==> config.mk <==
export PLATFORM = sky130hd
export DESIGN_NAME = csel_top
export DESIGN_NICKNAME = d
export VERILOG_FILES = /design/src/rtl/csel_pkg.sv /design/src/rtl/csel_cfg_regs.sv /design/src/rtl/csel_port_div.sv /design/src/rtl/csel_top.sv
export SDC_FILE = /design/constraint.sdc
export NUM_CORES = 1
export LEC_CHECK = 0
export BUFFER_PORTS_ARGS = -buffer_cell sky130_fd_sc_hd__clkbuf_2
export CORE_MARGIN = 5
export CORE_UTILIZATION = 45
export CTS_BUF_LIST = sky130_fd_sc_hd__clkbuf_2
export DETAILED_ROUTE_END_ITERATION = 8
export HOLD_SLACK_MARGIN = 0.03
export PLACE_DENSITY = 0.64
export SLEW_MARGIN = 20
export SYNTH_ARGS = -nofsm -noshare
export SYNTH_HDL_FRONTEND = slang
export SYNTH_SLANG_ARGS = --single-unit
==> constraint.sdc <==
create_clock -name clk_i -period 2.03 [get_ports clk_i]
set_input_delay 0.3045 -clock clk_i [delete_from_list [all_inputs] [get_ports clk_i]]
set_output_delay 0.3045 -clock clk_i [all_outputs]
set_load 0.005 [all_outputs]
==> src/rtl/csel_pkg.sv <==
package csel_pkg;
  localparam int unsigned SEL_W   = 3;
  localparam int unsigned IDX_W   = 2;
  localparam int unsigned FIELD_W = SEL_W + IDX_W;

  // divisor table; ext swaps entry 2 from 1 to 3
  function automatic logic [2:0] div_ratio(input logic [IDX_W-1:0] idx, input logic ext);
    case (idx)
      2'd0:    div_ratio = 3'd1;
      2'd1:    div_ratio = 3'd4;
      2'd2:    div_ratio = ext ? 3'd3 : 3'd1;
      default: div_ratio = 3'd2;
    endcase
  endfunction

  function automatic logic [2:0] high_len(input logic [2:0] n);
    high_len = (n == 3'd1) ? 3'd1 : (n >> 1);
  endfunction
endpackage

==> src/rtl/csel_cfg_regs.sv <==
module csel_cfg_regs
  import csel_pkg::*;
#(
  parameter int unsigned NUM_PORTS = 6,
  parameter int unsigned CFG_W     = 32
) (
  input  logic                             clk_i,
  input  logic                             rst_ni,
  input  logic                             we_i,
  input  logic [CFG_W-1:0]                 wdata_i,
  input  logic [NUM_PORTS-1:0]             dis_i,
  input  logic [NUM_PORTS-1:0]             en_i,
  output logic [NUM_PORTS-1:0][SEL_W-1:0]  sel_o,
  output logic [NUM_PORTS-1:0][IDX_W-1:0]  idx_o,
  output logic [CFG_W-1:0]                 cfg_o
);
  localparam logic [SEL_W-1:0] SEL_DEF = SEL_W'(1);

  for (genvar p = 0; p < NUM_PORTS; p++) begin : g_port
    logic [SEL_W-1:0] sel_q, saved_q;
    logic [IDX_W-1:0] idx_q;
    logic [SEL_W-1:0] w_sel;
    logic [IDX_W-1:0] w_idx;

    assign w_idx = wdata_i[p*FIELD_W +: IDX_W];
    assign w_sel = wdata_i[p*FIELD_W+IDX_W +: SEL_W];

    always_ff @(posedge clk_i or negedge rst_ni) begin
      if (!rst_ni) begin
        sel_q   <= '0;
        idx_q   <= '0;
        saved_q <= SEL_DEF;
      end else if (we_i) begin
        sel_q <= w_sel;
        idx_q <= w_idx;
        if (w_sel != '0) saved_q <= w_sel;
      end else if (dis_i[p]) begin
        sel_q <= '0;
      end else if (en_i[p] && sel_q == '0) begin
        sel_q <= saved_q;
      end
    end

    assign sel_o[p] = sel_q;
    assign idx_o[p] = idx_q;
  end

  always_comb begin
    cfg_o = '0;
    for (int p = 0; p < NUM_PORTS; p++) begin
      cfg_o[p*FIELD_W +: IDX_W]       = idx_o[p];
      cfg_o[p*FIELD_W+IDX_W +: SEL_W] = sel_o[p];
    end
  end
endmodule

==> src/rtl/csel_port_div.sv <==
module csel_port_div
  import csel_pkg::*;
#(
  parameter bit EXT_DIV3 = 1'b0,
  localparam int unsigned NSRC = 2**SEL_W
) (
  input  logic              clk_i,
  input  logic              rst_ni,
  input  logic [NSRC-1:0]   src_tick_i,
  input  logic [SEL_W-1:0]  sel_i,
  input  logic [IDX_W-1:0]  idx_i,
  output logic              clk_o,
  output logic              rise_o
);
  logic [SEL_W-1:0] act_sel_q;
  logic [IDX_W-1:0] act_idx_q;
  logic [1:0]       ph_q;
  logic             first_q, out_q, rise_q;

  logic [2:0] n, nm1, ph_nx;
  logic       tick, wrap, running;

  assign n       = div_ratio(act_idx_q, EXT_DIV3);
  assign nm1     = n - 3'd1;
  assign ph_nx   = {1'b0, ph_q} + 3'd1;
  assign running = (act_sel_q != '0);
  assign tick    = running && src_tick_i[act_sel_q];
  assign wrap    = first_q || ({1'b0, ph_q} == nm1);

  always_ff @(posedge clk_i or negedge rst_ni) begin
    if (!rst_ni) begin
      act_sel_q <= '0;
      act_idx_q <= '0;
      ph_q      <= '0;
      first_q   <= 1'b1;
      out_q     <= 1'b0;
      rise_q    <= 1'b0;
    end else begin
      rise_q <= 1'b0;
      if (!running) begin
        // idle: track configuration, output low
        act_sel_q <= sel_i;
        act_idx_q <= idx_i;
        ph_q      <= '0;
        first_q   <= 1'b1;
        out_q     <= 1'b0;
      end else if (tick) begin
        if (wrap) begin
          // period boundary: pending settings take effect here
          act_sel_q <= sel_i;
          act_idx_q <= idx_i;
          ph_q      <= '0;
          first_q   <= 1'b0;
          out_q     <= (sel_i != '0);
          rise_q    <= (sel_i != '0);
        end else begin
          ph_q  <= ph_nx[1:0];
          out_q <= (ph_nx < high_len(n));
        end
      end
    end
  end

  assign clk_o  = out_q;
  assign rise_o = rise_q;
endmodule

==> src/rtl/csel_top.sv <==
module csel_top
  import csel_pkg::*;
#(
  parameter int unsigned NUM_PORTS = 6,
  parameter int unsigned NUM_GEN   = 6,
  parameter int unsigned CFG_W     = 32,
  parameter bit          EXT_DIV3  = 1'b0
) (
  input  logic                 clk_i,
  input  logic                 rst_ni,
  input  logic                 cfg_we_i,
  input  logic [CFG_W-1:0]     cfg_wdata_i,
  input  logic [NUM_PORTS-1:0] port_dis_i,
  input  logic [NUM_PORTS-1:0] port_en_i,
  input  logic                 aux_tick_i,
  input  logic [NUM_GEN-1:0]   gen_tick_i,
  output logic [CFG_W-1:0]     cfg_o,
  output logic [NUM_PORTS-1:0] clk_o,
  output logic [NUM_PORTS-1:0] rise_o
);
  localparam int unsigned NSRC = 2**SEL_W;

  logic [NUM_PORTS-1:0][SEL_W-1:0] sel;
  logic [NUM_PORTS-1:0][IDX_W-1:0] idx;
  logic [NSRC-1:0]                 src_vec;

  // code 0 = off, 1 = aux, 2.. = generators
  assign src_vec = NSRC'({gen_tick_i, aux_tick_i, 1'b0});

  csel_cfg_regs #(.NUM_PORTS(NUM_PORTS), .CFG_W(CFG_W)) cfg_i (
    .clk_i   (clk_i),
    .rst_ni  (rst_ni),
    .we_i    (cfg_we_i),
    .wdata_i (cfg_wdata_i),
    .dis_i   (port_dis_i),
    .en_i    (port_en_i),
    .sel_o   (sel),
    .idx_o   (idx),
    .cfg_o   (cfg_o)
  );

  for (genvar p = 0; p < NUM_PORTS; p++) begin : g_port
    csel_port_div #(.EXT_DIV3(EXT_DIV3)) div_i (
      .clk_i      (clk_i),
      .rst_ni     (rst_ni),
      .src_tick_i (src_vec),
      .sel_i      (sel[p]),
      .idx_i      (idx[p]),
      .clk_o      (clk_o[p]),
      .rise_o     (rise_o[p])
    );
  end
endmodule

==> impl_metrics.toml <==
[sta]
rsz_0062_raised_after_global_routing = "false"
timing.final.crit_share = 0.974
final-setup-viol-count = 0
fin_setup_tns_ps = 0
final-max-slew-violation-count = 0
fmax_mhz = 506
hold_viol_final = 0
fin_ws_ps = 53.2
max_slew_margin = 0.664
fin_worst_skew_ps = 27.8
worst_slew_pin_slew_ps = 504
min_period_ps = 1980

[clocking]
tritoncts = "built"
tritoncts.num_buffers = 9
clkLatencyLatePin_ps = 620
cts.clk_slew.worst_paths_ps = 280
cts_max_level = 3
cts.root.buffer_cell = "clkbuf_2"
numClockSinks = 108
number_of_buffers_between_clock_root_and_the_deepest_sink = 2

[cells_and_area]
fin_util = 0.571
drive_gt1_frac = 0.271
regArea_sq_um = 2720
fillCellCount = 1061
areaGrowthSynthToFinish_pct = 23.2
fin_cells = 822
finalNetCount = 715
multiInputGateArea_sq_um = 2670
insertedDiodeCount = 0

[min_path]
worstHoldPathCells = 3
hold_end = "cfg_i.g_port[5].sel_q[1]"
worst_hold_path_type = "input pin to flop"
timing.hold.worst.start = "port_en_i[5]"

[floorplan]
die_w_microns = 122
placeable_core_region_sq_um = 12100
initial_utilization = 0.464
design.die.area_sq_um = 14800
row_cnt = 40
floorplan.die.height_microns = 122
boundary_pin_count = 98

[route]
vias = 4496
detail_route.drc_violations = 0
drt_first_iter_violations = 315
dr.pass1.iters = 4
postRouteAntennaNets = 0
routed_wire_length_per_instance_microns = 15.6
avgViaCountPerCell = 5.47
drt-total-wl_microns = 12800

[placed_design]
gpl.final_weighted_congestion = 0.816
dpl.hpwl_microns = 9390
post-place-cells = 750
dp_slack_ps = 83.5
place.port_buffers = 93

[setup_path]
worstPathMaxFanout = 9
path_buf_inv = 0
criticalPathCategory = "flop to flop"
arrival_ps = 2520
timing.critical_path.from_type = "flop"
worstRegToRegCells = 4
timing.reg2reg.setup_slack_ps = 50
setup.worst_path.end_class = "flop"
cell_with_the_largest_stage_delay_on_the_worst_path = "mux4_2"
reg2reg_capture_point = "g_port[0].div_i.act_idx_q[0]"
required_time_reported_for_the_critical_path_endpoint_ps = 2570
critical_path.startpoint = "g_port[0].div_i.act_sel_q[1]"
crit_path_max_incr_delay_ps = 590
critPathTopFamily = "multiplexers"
crit_chain = "mux2i_1 > mux4_2 > o21ai_2 > mux2_1"
worst_r2r_startpoint = "g_port[0].div_i.act_sel_q[1]"

[synthesis]
synth_edf_count = 0
synthDominantCellAreaShare = 0.428
synthTopCellsByCount = "96 x dfrtp_1, 41 x nand2_1, 40 x o21ai_0, 38 x a22o_1, 28 x nor3_1"
netlist-cell-type-count = 50
netlist.top_cell.by_area = "dfrtp_1"
synth_seq_area_share = 0.484
ys.flop_type = "dfrtp_1"
postSynth.asyncResetShare = 1.00
postSynthRegisterBits = 108
mappedNetlistArea_sq_um = 5620
synth.top_cells.by_area = "dfrtp_1 43%, a22o_1 5.9%, dfstp_2 5.6%, o21ai_0 3.6%, mux2i_1 3.2%"
post_synth.cell_area_avg_sq_um = 11.1
synth.yosys.warnings = 0
synthMostInstantiatedCell = "dfrtp_1"
syn-instance-count = 504

[global_route]
pin_count_of_the_biggest_net_entering_global_routing = 38
grt_pass1_vias = 4458
grt_first_pass_wirelength_microns = 21700
grt_usage = 0.182
number_of_antenna_violations_at_the_first_check_in_global_routing = 0
grt.overflow.total = 0

[power_and_ir_drop]
finalPower_uw = 8500
leakage_uw = 0.00315
pwr_density_cell_nw_per_um2 = 1230
irDropWorstVdd_mv = 0.625

[run]
max_cap_viol_count = 0

[status]
run_status = "finished, final reports clean"
[cells in the final DEF, fill, tap and decap left out, drive strengths merged, types with 3 or more instances in the layout]
| master | netlist | routed |
|---|---|---|
| nor3 | 28 | 28 |
| a22o | 41 | 41 |
| nand3b | 6 | 6 |
| clkinv | 0 | 3 |
| or4 | 3 | 3 |
| a311o | 7 | 7 |
| xor2 | 5 | 5 |
| a21boi | 6 | 6 |
| a311oi | 5 | 5 |
| fa | 6 | 6 |
| nand2 | 41 | 41 |
| dfstp | 12 | 12 |
| o21a | 4 | 4 |
| o31ai | 4 | 4 |
| or3 | 10 | 10 |
| a22oi | 16 | 16 |
| mux4 | 4 | 4 |
| clkbuf | 10 | 101 |
| dlygate4sd3 | 0 | 55 |
| o21ai | 44 | 44 |
| mux2 | 24 | 24 |
| o21bai | 7 | 7 |
| nand2b | 18 | 18 |
| ha | 6 | 6 |
| buf | 22 | 18 |
| nor2 | 6 | 6 |
| dfrtp | 96 | 96 |
| o22ai | 4 | 4 |
| a21oi | 22 | 22 |
| mux2i | 18 | 18 |
| inv | 13 | 15 |
[repair_timing]
item,CTS,global route
hold buffers,55,0
endpoints found under the setup margin,0,7
resized for setup,0,7
setup buffers,0,1
endpoints found under the hold margin,147,0
[worst max-delay path by stage]
stage                                   endpoint  slack [ps]  cells past startpoint
finish              g_port[0].div_i.act_idx_q[0]          50                      4
global route            cfg_i.g_port[2].sel_q[2]         0.3                      5
CTS                 g_port[3].div_i.act_idx_q[1]          30                      4
detailed placement  g_port[0].div_i.act_idx_q[0]          80                      4
global placement    g_port[0].div_i.act_idx_q[1]         110                      4
floorplan           g_port[0].div_i.act_idx_q[0]         200                      5
[cells by family after synthesis]
family | count (synthesis) | synth area share
AO/OA/AOI/OAI | 166 | 0.217
XOR/XNOR | 5 | 0.00779
AND/OR/NAND/NOR | 121 | 0.115
flip-flops | 108 | 0.484
other | 1 | 0.000668
multiplexers | 46 | 0.0962
buffers and inverters | 45 | 0.0445
adder cells (fa/ha/maj) | 12 | 0.0347
[state kept, by name (all words and copies together) (netlist names)]
name	cells
g_port.div_i.clk_o	6
g_port.div_i.ph_q	12
cfg_i.g_port.saved_q	18
g_port.div_i.rise_o	6
g_port.div_i.first_q	6
cfg_i.g_port.idx_q	12
cfg_i.g_port.sel_q	18
g_port.div_i.act_idx_q	12
g_port.div_i.act_sel_q	18
[through the flow]
stage / area [sq um] / hold WS (ps)
floorplan: 5620 / 8.91
finish: 6920 / 105
detailed placement: 6240 / 314
CTS: 6890 / 33.0
global placement: 6240 / 312
global route: 6920 / 47.5
[layer usage]
metal	vias up	wire, microns	global-route usage
met5	-	0	0
met4	0	78	0.0441
met3	7	682	0.0483
met2	118	6180	0.302
met1	2191	5880	0.238
li1	2180	-	-
[tightest hold or removal path, cell delays in order]
cell      delay (ps)
clkbuf_2          70
a21boi_0         140
o21ai_0          170
[layout make-up]
class                           instances  area share
Sequential cell                       108       0.393
Multi-Input combinational cell        352       0.386
Timing Repair Buffer                  165       0.169
Tap cell                              168      0.0304
Clock inverter                          7     0.00741
Inverter                               13     0.00705
Clock buffer                            9     0.00651
[power by group]
group	switching (uW)	total (uW)	internal (uW)	leakage, uW
registers	728	3580	2860	0.00131
logic	1940	4020	2080	0.00178
clock network	730	898	168	0.0000587
No activity file was read; power rests on OpenSTA's default activity.
